[src/rtl/gdc_pkg.sv]
package gdc_pkg;

    typedef enum logic [2:0] {
        ST_OFF           = 3'd0,
        ST_HS_ON         = 3'd1,
        ST_HS_TURNOFF    = 3'd2,
        ST_WAIT_DEADTIME = 3'd3,
        ST_LS_ON         = 3'd4,
        ST_LS_TURNOFF    = 3'd5,
        ST_TRISTATE_HOLD = 3'd6
    } gate_state_t;

    function automatic int imax(input int a, input int b);
        return (a > b) ? a : b;
    endfunction

endpackage

[src/rtl/gdc_sync.sv]
module gdc_sync #(
    parameter int W      = 1,
    parameter int STAGES = 2
) (
    input  logic         clk,
    input  logic         rst_n,
    input  logic [W-1:0] d_i,
    output logic [W-1:0] q_o
);
    logic [W-1:0] stg [STAGES];

    always_ff @(posedge clk or negedge rst_n) begin
        if (!rst_n) begin
            for (int i = 0; i < STAGES; i++) stg[i] <= '0;
        end else begin
            stg[0] <= d_i;
            for (int i = 1; i < STAGES; i++) stg[i] <= stg[i-1];
        end
    end

    assign q_o = stg[STAGES-1];
endmodule

[src/rtl/gdc_runlen.sv]
// Counts how many earlier consecutive cycles lvl_i has been high (saturating).
module gdc_runlen #(
    parameter int CW = 6
) (
    input  logic          clk,
    input  logic          rst_n,
    input  logic          lvl_i,
    output logic [CW-1:0] run_o
);
    localparam logic [CW-1:0] RUN_MAX = '1;

    always_ff @(posedge clk or negedge rst_n) begin
        if (!rst_n)                run_o <= '0;
        else if (!lvl_i)           run_o <= '0;
        else if (run_o != RUN_MAX) run_o <= run_o + 1'b1;
    end
endmodule

[src/rtl/hb_gate_ctrl.sv]
module hb_gate_ctrl
    import gdc_pkg::*;
#(
    parameter int D_HS_ON     = 3,
    parameter int D_HS_OFF    = 4,
    parameter int D_LS_ON     = 4,
    parameter int D_FALLBACK  = 4,
    parameter int D_LS_OFF    = 2,
    parameter int D_HOLDOFF   = 48,
    parameter int D_TRI_EXIT  = 3,
    parameter int D_DISABLE   = 4
) (
    input  logic       clk,
    input  logic       rst_n,
    input  logic       pwm_hi_i,
    input  logic       pwm_lo_i,
    input  logic       sw_low_i,
    input  logic       hsg_low_i,
    input  logic       vcc_ok_i,
    input  logic       boot_ok_i,
    input  logic       stage_en_i,
    input  logic       ls_allow_i,
    output logic       hs_gate_o,
    output logic       ls_gate_o,
    output logic [2:0] state_o,
    output logic       overlap_err_o
);
    localparam int SYNC_LAT   = 2;
    localparam int W_HS_ON    = D_HS_ON    - SYNC_LAT;
    localparam int W_HS_OFF   = D_HS_OFF   - SYNC_LAT;
    localparam int W_LS_ON    = D_LS_ON    - SYNC_LAT;
    localparam int W_FALLBACK = D_FALLBACK - SYNC_LAT;
    localparam int W_LS_OFF   = D_LS_OFF   - SYNC_LAT;
    localparam int W_HOLDOFF  = D_HOLDOFF  - SYNC_LAT;
    localparam int W_TRI_EXIT = D_TRI_EXIT - SYNC_LAT;
    localparam int W_DISABLE  = D_DISABLE  - SYNC_LAT;
    localparam int W_MAX = imax(imax(imax(W_HS_ON, W_HS_OFF), imax(W_LS_ON, W_FALLBACK)),
                                imax(imax(W_LS_OFF, W_HOLDOFF), imax(W_TRI_EXIT, W_DISABLE)));
    localparam int CW = $clog2(W_MAX + 2);

    // synchronised inputs
    localparam int NIN = 8;
    logic [NIN-1:0] raw_in, syn;
    assign raw_in = {pwm_hi_i, pwm_lo_i, sw_low_i, hsg_low_i,
                     vcc_ok_i, boot_ok_i, stage_en_i, ls_allow_i};

    gdc_sync #(.W(NIN), .STAGES(SYNC_LAT)) u_sync (
        .clk   (clk),
        .rst_n (rst_n),
        .d_i   (raw_in),
        .q_o   (syn)
    );

    logic hi_s, lo_s, sw_s, hsg_s, vcc_s, boot_s, en_s, allow_s;
    assign {hi_s, lo_s, sw_s, hsg_s, vcc_s, boot_s, en_s, allow_s} = syn;

    logic hi_now, lo_now, mid_now;
    assign hi_now  = hi_s;
    assign lo_now  = lo_s & ~hi_s;
    assign mid_now = ~hi_s & ~lo_s;

    // run-length timers, one per qualified level
    localparam int L_HI = 0, L_LO = 1, L_MID = 2, L_SW = 3, L_HSG = 4, L_EN = 5, L_DIS = 6;
    localparam int NL = 7;
    logic [NL-1:0] lvl;
    logic [CW-1:0] run [NL];
    assign lvl = {~en_s, en_s, hsg_s, sw_s, mid_now, lo_now, hi_now};

    for (genvar g = 0; g < NL; g++) begin : g_run
        gdc_runlen #(.CW(CW)) u_run (
            .clk   (clk),
            .rst_n (rst_n),
            .lvl_i (lvl[g]),
            .run_o (run[g])
        );
    end

    logic en_ok, halt, go_hs, go_ls, exit_hs, exit_ls, tri_held, hs_rel, ls_rel, dt_done;
    always_comb begin
        en_ok    = en_s && int'(run[L_EN]) >= W_DISABLE;
        halt     = !vcc_s || (!en_s && int'(run[L_DIS]) >= W_DISABLE);
        go_hs    = hi_now && boot_s && en_ok && int'(run[L_HI]) >= W_HS_ON;
        go_ls    = lo_now && allow_s && en_ok && int'(run[L_LO]) >= W_LS_ON;
        exit_hs  = hi_now && boot_s && en_ok && int'(run[L_HI]) >= W_TRI_EXIT;
        exit_ls  = lo_now && allow_s && en_ok && int'(run[L_LO]) >= W_TRI_EXIT;
        tri_held = mid_now && int'(run[L_MID]) >= W_HOLDOFF;
        hs_rel   = lo_now && int'(run[L_LO]) >= W_HS_OFF;
        ls_rel   = hi_now && int'(run[L_HI]) >= W_LS_OFF;
        dt_done  = lo_now && allow_s &&
                   ((sw_s && int'(run[L_SW]) >= W_LS_ON) ||
                    (hsg_s && int'(run[L_HSG]) >= W_FALLBACK));
    end

    // state machine
    gate_state_t state, nxt;

    always_comb begin
        nxt = state;
        unique case (state)
            ST_OFF: begin
                if (go_hs)      nxt = ST_HS_ON;
                else if (go_ls) nxt = ST_LS_ON;
            end
            ST_HS_ON: begin
                if (hs_rel || tri_held) nxt = ST_HS_TURNOFF;
            end
            ST_HS_TURNOFF: begin
                if (tri_held)    nxt = ST_TRISTATE_HOLD;
                else if (lo_now) nxt = ST_WAIT_DEADTIME;
                else             nxt = ST_OFF;
            end
            ST_WAIT_DEADTIME: begin
                if (go_hs)         nxt = ST_HS_ON;
                else if (tri_held) nxt = ST_TRISTATE_HOLD;
                else if (dt_done)  nxt = ST_LS_ON;
            end
            ST_LS_ON: begin
                if (ls_rel || tri_held || !allow_s) nxt = ST_LS_TURNOFF;
            end
            ST_LS_TURNOFF: begin
                if (go_hs)         nxt = ST_HS_ON;
                else if (tri_held) nxt = ST_TRISTATE_HOLD;
                else if (lo_now)   nxt = ST_WAIT_DEADTIME;
                else               nxt = ST_OFF;
            end
            ST_TRISTATE_HOLD: begin
                if (exit_hs)      nxt = ST_HS_ON;
                else if (exit_ls) nxt = ST_LS_ON;
            end
            default: nxt = ST_OFF;
        endcase
        if (halt) nxt = ST_OFF;
    end

    always_ff @(posedge clk or negedge rst_n) begin
        if (!rst_n) state <= ST_OFF;
        else        state <= nxt;
    end

    // outputs
    always_comb begin
        hs_gate_o = (state == ST_HS_ON);
        ls_gate_o = (state == ST_LS_ON);
        state_o   = state;
    end

    always_ff @(posedge clk or negedge rst_n) begin
        if (!rst_n)                      overlap_err_o <= 1'b0;
        else if (hs_gate_o && ls_gate_o) overlap_err_o <= 1'b1;
    end

    // assertions
    assert_no_overlap_R12: assert property (@(posedge clk) disable iff (!rst_n)
        !(hs_gate_o && ls_gate_o));
    assert_err_clear_R12: assert property (@(posedge clk) disable iff (!rst_n)
        !overlap_err_o);
    assert_break_first_R5: assert property (@(posedge clk) disable iff (!rst_n)
        $rose(hs_gate_o) |-> !$past(ls_gate_o));
    assert_boot_block_R11: assert property (@(posedge clk) disable iff (!rst_n)
        $rose(hs_gate_o) |-> $past(boot_s));
    assert_ls_needs_low_R3: assert property (@(posedge clk) disable iff (!rst_n)
        $rose(ls_gate_o) |-> $past(lo_now));
    assert_uvlo_off_R10: assert property (@(posedge clk) disable iff (!rst_n)
        !vcc_s |=> (!hs_gate_o && !ls_gate_o));
    assert_skip_off_R9: assert property (@(posedge clk) disable iff (!rst_n)
        !allow_s |=> !ls_gate_o);

endmodule

[config.mk]
export PLATFORM = sky130hd
export DESIGN_NAME = hb_gate_ctrl
export DESIGN_NICKNAME = d
export VERILOG_FILES = /design/src/rtl/gdc_pkg.sv /design/src/rtl/gdc_sync.sv /design/src/rtl/gdc_runlen.sv /design/src/rtl/hb_gate_ctrl.sv
export SDC_FILE = /design/constraint.sdc
export NUM_CORES = 1
export LEC_CHECK = 0
export BUFFER_PORTS_ARGS = -buffer_cell sky130_fd_sc_hd__buf_4
export CORE_MARGIN = 2
export CORE_UTILIZATION = 57
export CTS_BUF_LIST = sky130_fd_sc_hd__clkbuf_8
export DETAILED_ROUTE_END_ITERATION = 8
export GPL_ROUTABILITY_DRIVEN = 0
export PLACE_DENSITY_LB_ADDON = 0.12
export SETUP_SLACK_MARGIN = 0.4
export SLEW_MARGIN = 0
export SYNTH_ARGS = -nofsm -noshare
export SYNTH_HDL_FRONTEND = slang
export SYNTH_SLANG_ARGS = --single-unit
[constraint.sdc]
create_clock -name clk -period 1.9 [get_ports clk]
set_input_delay 0.19 -clock clk [delete_from_list [all_inputs] [get_ports clk]]
set_output_delay 0.19 -clock clk [all_outputs]
set_load 0.005 [all_outputs]
== Word level (Yosys, flattened, before mapping) ==
Index checks and enable logic that the tools add are counted.
Storage, ports and cells
  register bits after elaboration: 62
  bits in latches: 0
  bits in writable memories: 0
  bits in read-only memories: 0
  output and inout bits: 6
  word-level logic and storage cells: 108
  memories: 0
Cells by class
  $add $sub $neg: 7
  multiply operators: 0
  divide/modulo/power cells: 0
  $lt $le $gt $ge: 8
  equality and inequality tests: 24
  shift-type cells: 0
  muxes and demuxes: 28
  bitwise gates (word level): 4
  reduce and logical (&&, ||, !) cells: 26
Operator list (number)
  6-bit 2-to-1 mux: 14
  6-bit by 1-bit adder with 6-bit output (second input constant): 7
  6-bit inequality test (second input constant): 7
  3-bit 2-to-1 mux: 12
  6-bit by 2-bit greater-or-equal comparator with 1-bit output (second input constant): 5
  3-bit case mux with 7 select lines: 1
  1-bit logical AND: 15
  6-bit by 1-bit greater-or-equal comparator with 1-bit output (second input constant): 2
  3-bit == test (second input constant): 3
  2-bit by 1-bit inequality test with 1-bit output (second input constant): 4
  4-bit inequality test (second input constant): 2
  3-bit by 2-bit == test with 1-bit output (second input constant): 2
  6-bit greater-or-equal comparator (second input constant): 1
  3-bit by 1-bit inequality test with 1-bit output (second input constant): 2
  1-bit logical OR: 5
  5-bit inequality test (second input constant): 1
  5-bit AND reduction: 1
  2-bit inequality test (second input constant): 2
  3-bit by 1-bit == test with 1-bit output (second input constant): 1
  1-bit zero test: 3
  3-bit zero test: 1
  1-bit AND: 2
  2-bit 2-to-1 mux: 1
  1-bit inverter: 2
  2-bit nonzero test: 1

== Longest topological paths before layout ==
  word-level depth: 9
  mapped depth: 8
  gate-level depth less buffers: 8

== Hierarchy ==
Synthesis repeated with hierarchy kept, for this count alone.
Second synthesis, totals
  cell total of the unflattened synthesis: 291
  area total of the unflattened synthesis: 3108.0 um^2
Modules (own cells, without submodules)
  gdc_runlen: instances 7, cells each 29, area an instance 302.8 um^2, sequential area each 150.1 um^2
  hb_gate_ctrl: instances 1, cells each 64, area an instance 528.0 um^2, sequential area each 100.1 um^2
  gdc_sync: instances 1, cells each 24, area an instance 460.4 um^2, sequential area each 400.4 um^2

== Worst setup path after synthesis ==
OpenSTA, ideal clock, no wires.
  kind: register to register
  start point: register g_run[4].u_run.run_o[0]
  end point: register state[2] (netlist: state_o[2])
  setup time: 0.087 ns
  arrival: 1.968 ns
  path slack: -0.155 ns
  stages on the path, launching flop included: 9
  path buffers: 0
  cell sequence: dfrtp_1 inv_1 ha_1 or4_1 o31a_1 o211ai_2 nand4_2 and2_4 a211oi_2
On the way
  word-level cells in the longest chain between the ends: 6
Ends and longest elaborated chain
  start: declaration: RTL line gdc_runlen.sv:8  | output logic [CW-1:0] run_o
  start signal: assignment: RTL line gdc_runlen.sv:15  | else if (run_o != RUN_MAX) run_o <= run_o + 1'b1;
  6-bit by 2-bit greater-or-equal comparator with 1-bit output: RTL line hb_gate_ctrl.sv:91  | (hsg_s && int'(run[L_HSG]) >= W_FALLBACK));
  1-bit logical AND: RTL line hb_gate_ctrl.sv:91
  1-bit logical OR: RTL line hb_gate_ctrl.sv:90  | ((sw_s && int'(run[L_SW]) >= W_LS_ON) ||
  1-bit logical AND: RTL line hb_gate_ctrl.sv:89  | dt_done = lo_now && allow_s &&
  5-bit inequality test (no source line)
  5-bit AND reduction (no source line)
  end signal: assignment: RTL line hb_gate_ctrl.sv:137  | else state <= nxt;
  end: declaration: RTL line hb_gate_ctrl.sv:95  | gate_state_t state, nxt;
No other way between the ends.
A chain may end at the register's enable or synchronous reset.

== Final worst setup path ==
  start point: register g_run[5].u_run.run_o[0]
  end point: register state[2] (netlist: state_o[2])
On the way
  word-level cells in the longest chain between the ends: 7
Ends and longest elaborated chain
  start: declaration: RTL line gdc_runlen.sv:8
  start signal: assignment: RTL line gdc_runlen.sv:15
  6-bit by 2-bit greater-or-equal comparator with 1-bit output (*): RTL line hb_gate_ctrl.sv:80  | en_ok = en_s && int'(run[L_EN]) >= W_DISABLE;
  1-bit logical AND (*): RTL line hb_gate_ctrl.sv:80
  1-bit logical AND (2 in a row): RTL line hb_gate_ctrl.sv:82, hb_gate_ctrl.sv:84
  3-bit 2-to-1 mux, on equally long branches
  3-bit case mux with 7 select lines: RTL line hb_gate_ctrl.sv:99  | unique case (state)
  3-bit 2-to-1 mux: RTL line hb_gate_ctrl.sv:132  | if (halt) nxt = ST_OFF;
Every way passes the cells marked *; elsewhere a longest branch is shown, timed or not.

==> flow_summary.ini <==
[timing]
fin_crit_ps = 1970
rsz0062_at_grt = yes
slew_headroom = 0.503
timing.fmax_mhz = 507
worst_slack_ps = -74.2
hold_ws_ps = 346
fin_skew_ps = 9.89
worst_slew_pin_slew_ps = 746
hold_viol = 0
setup_tns_ps = -194
slew_viol_final = 0
fin_crit_sh = 1.04
setup_violations = 3

[min_path]
hold_start = u_sync.stg[9]
min_to = u_sync.q_o[1]
whs_path_depth = 0
hold_path.class = flip-flop to flip-flop

[finish]
fillers = 385
drive_above_1_share = 0.290
synthToLayoutAreaGrowth_pct = 27.6
fin_area_um2 = 3890
finalNetCount = 381
diodes = 0

[routing]
drc_errors = 0
routed_wl_mm = 6.14
vias_per_cell = 5.67
dr.pass1.iters = 4
vias = 2431
final_antenna_net_count = 0
wl_per_cell_um = 14.3
drt_iter0_drc = 138

[placement]
hpwl_mm = 4.02
dpl-instance-area_um2 = 3460
port_buffers = 15

[setup_path]
cp_cell_sequence = inv_2, ha_2, or4_4, o21a_1, a21oi_2, nand4_2, and2_4, a211oi_2
reg2reg_depth = 8
cp-end-kind = flip-flop
cp_max_fo = 3
r2r_end = state_o[2]
cp.arrival_ps = 2230
cp.required_ps = 2160
critical_path.slowest_cell = or4_4
cp-start-kind = flip-flop
path_class = flip-flop to flip-flop
rrSetupSlack_ps = -70
critical-path-max-stage-delay_ps = 430
reg2reg_from = g_run[5].u_run.run_o[0]

[yosys]
synth_seq_cells = 62
syn_nets = 315
ys_async_sr_fraction = 1.00
synth-edff-count = 0
synthTopCellsByArea = dfrtp_1 (51%), ha_1 (7.0%), a31oi_1 (4.1%)
ys.flop_type = dfrtp_1
synth_cell_types = 49
netlist_area_um2 = 3050
avgSynthCellArea_um2 = 10.6
synth_top_area_cell = dfrtp_1
ys_seq_area_frac = 0.509
synth_top_area_share = 0.509
yosys_warnings = 0
synth_cells = 288

[job]
drv_cap = 0

[outcome]
status = finished, violations left
violations = negative setup slack

[grt]
globalRoute.totalOverflow = 0
grt_usage = 0.228
grt_start_max_net_pins = 63
grt_pass1_wl_mm = 10.7
grt_pass1_vias = 2400
antenna_found_initial = 0

[clock_network]
clk_pin_slew_ps = 70
h-tree-depth = 3
cts-root-buf = clkbuf_8
insertion_delay_ps = 340
cts_buffer_depth = 2
cts_made_buffers = 9
clock_sinks = 62
cts_tree = built

[floorplanning]
io_pins = 16
initial_core_util = 0.593
dieHeight_um = 77.2
core-area_um2 = 5140
dieArea_um2 = 5950
die_x_um = 77.2
rows = 26

[power_and_ir_drop]
leakage_nw = 1.84
finalPower_mw = 2.78
power_density_nw_per_um2 = 713
peakVddDrop_mv = 0.719
==> power breakdown <==
group / switching (mW) / internal, mW / total, mW
sequential: 0.0376 / 1.37 / 1.40
combinational: 0.144 / 0.144 / 0.288
clock: 0.498 / 0.586 / 1.08
total: 0.680 / 2.10 / 2.78
==> through the flow <==
stage          setup slack, ps  utilization  std cells
5_1_grt                   -185        0.758        429
6_report                 -74.2        0.758        429
3_5_place_dp              -129        0.674        399
4_1_cts                  -80.0        0.741        427
3_3_place_gp             -84.1        0.674        399
2_1_floorplan            -91.6            -        288
==> synth_stat cells, drive strengths merged (2+ instances only) <==
library cell and count:
inv 17, o211a 6, buf 2, nor3 8, nand4 4, and2 4
ha 17, a211oi 5, clkbuf 4, a21oi 9, and3 11, o21ai 12
or2 3, or4 5, mux2i 3, xor2 2, o31a 3, nand3 18
nor4 2, a31oi 20, nand2 13, nand2b 2, and2b 3, o31ai 2
nor2 16, xnor2 9, nor3b 9, o211ai 3, o2111ai 2, dfrtp 62
a21o 2
==> placed cells by master, fill, tap and decap left out, types with 3 or more instances in the layout <==
cell and instances:
xnor2_1 9, dlygate4sd3_1 9, mux2i_1 3, nand3_1 13, nor2_1 14, a211oi_1 3, and2_1 3, dfrtp_1 62
a21oi_1 7, inv_1 17, ha_2 5, nand4_1 3, o211a_1 6, buf_4 50, nand3_2 5, and2b_2 3
and3_1 8, a31oi_1 20, o21ai_0 11, o31a_1 3, nand2_1 13, or4_1 3, nor3_1 7, clkinv_2 4
clkbuf_8 9, ha_1 11, nor3b_1 9
==> registers in the layout, summed over array words and instances (netlist names) <==
| signal | count |
|---|---|
| overlap_err_o | 1 |
| state_o | 3 |
| u_sync.stg | 8 |
| u_sync.q_o | 8 |
| g_run.u_run.run_o | 42 |
==> worst max-delay path, delay by kind of cell (launching register included) <==
| family | cells | cell delay, ps |
|---|---|---|
| AOI/OAI and AO/OA | 3 | 590 |
| and+or+nand+nor | 3 | 750 |
| buffers and inverters | 1 | 50 |
| DFF | 1 | 350 |
| adders and majority gates | 1 | 160 |
==> worst max path at each step <==
| stage | startpoint | end |
|---|---|---|
| after floorplan | g_run[5].u_run.run_o[0] | state_o[2] |
| after global placement | g_run[5].u_run.run_o[0] | state_o[2] |
| after detailed placement | g_run[5].u_run.run_o[0] | state_o[2] |
| after CTS | g_run[4].u_run.run_o[0] | state_o[2] |
| after global routing | g_run[5].u_run.run_o[0] | state_o[2] |
| final | g_run[5].u_run.run_o[0] | state_o[2] |
==> metal layers <==
layer | GRT usage | wire [µm] | up-vias
met5 | 0 | 0 | -
met4 | 0.0911 | 103 | 0
met3 | 0.0647 | 200 | 12
met2 | 0.369 | 3030 | 36
met1 | 0.290 | 2810 | 1188
li1 | - | - | 1195
==> kinds of logic after synthesis <==
group | Yosys count | share of synthesized area
adder cells (fa/ha/maj) | 18 | 0.0730
AO/OA/AOI/OAI | 71 | 0.162
XOR/XNOR | 11 | 0.0316
multiplexers | 3 | 0.00984
AND/OR/NAND/NOR | 100 | 0.183
buffers and inverters | 23 | 0.0312
flip-flops | 62 | 0.509
==> area by class of cell <==
| class | count | area, µm² | area share |
|---|---|---|---|
| multi-input cells | 203 | 1520 | 0.391 |
| repair buffers | 61 | 488 | 0.125 |
| flip-flops and latches | 62 | 1550 | 0.398 |
| clock inverters | 7 | 57.6 | 0.0148 |
| well taps | 70 | 87.6 | 0.0225 |
| inverters | 17 | 63.8 | 0.0164 |
| clock buffers | 9 | 124 | 0.0318 |
==> repair_timing <==
action                                  CTS  global route
endpoints found under the hold margin    70             0
endpoints found under the setup margin    8            13
pin swaps                                 9             6
hold buffers                              9             0
setup buffers                             3             2
gates resized for setup                  12            17
No activity file was read; power rests on OpenSTA's default activity.
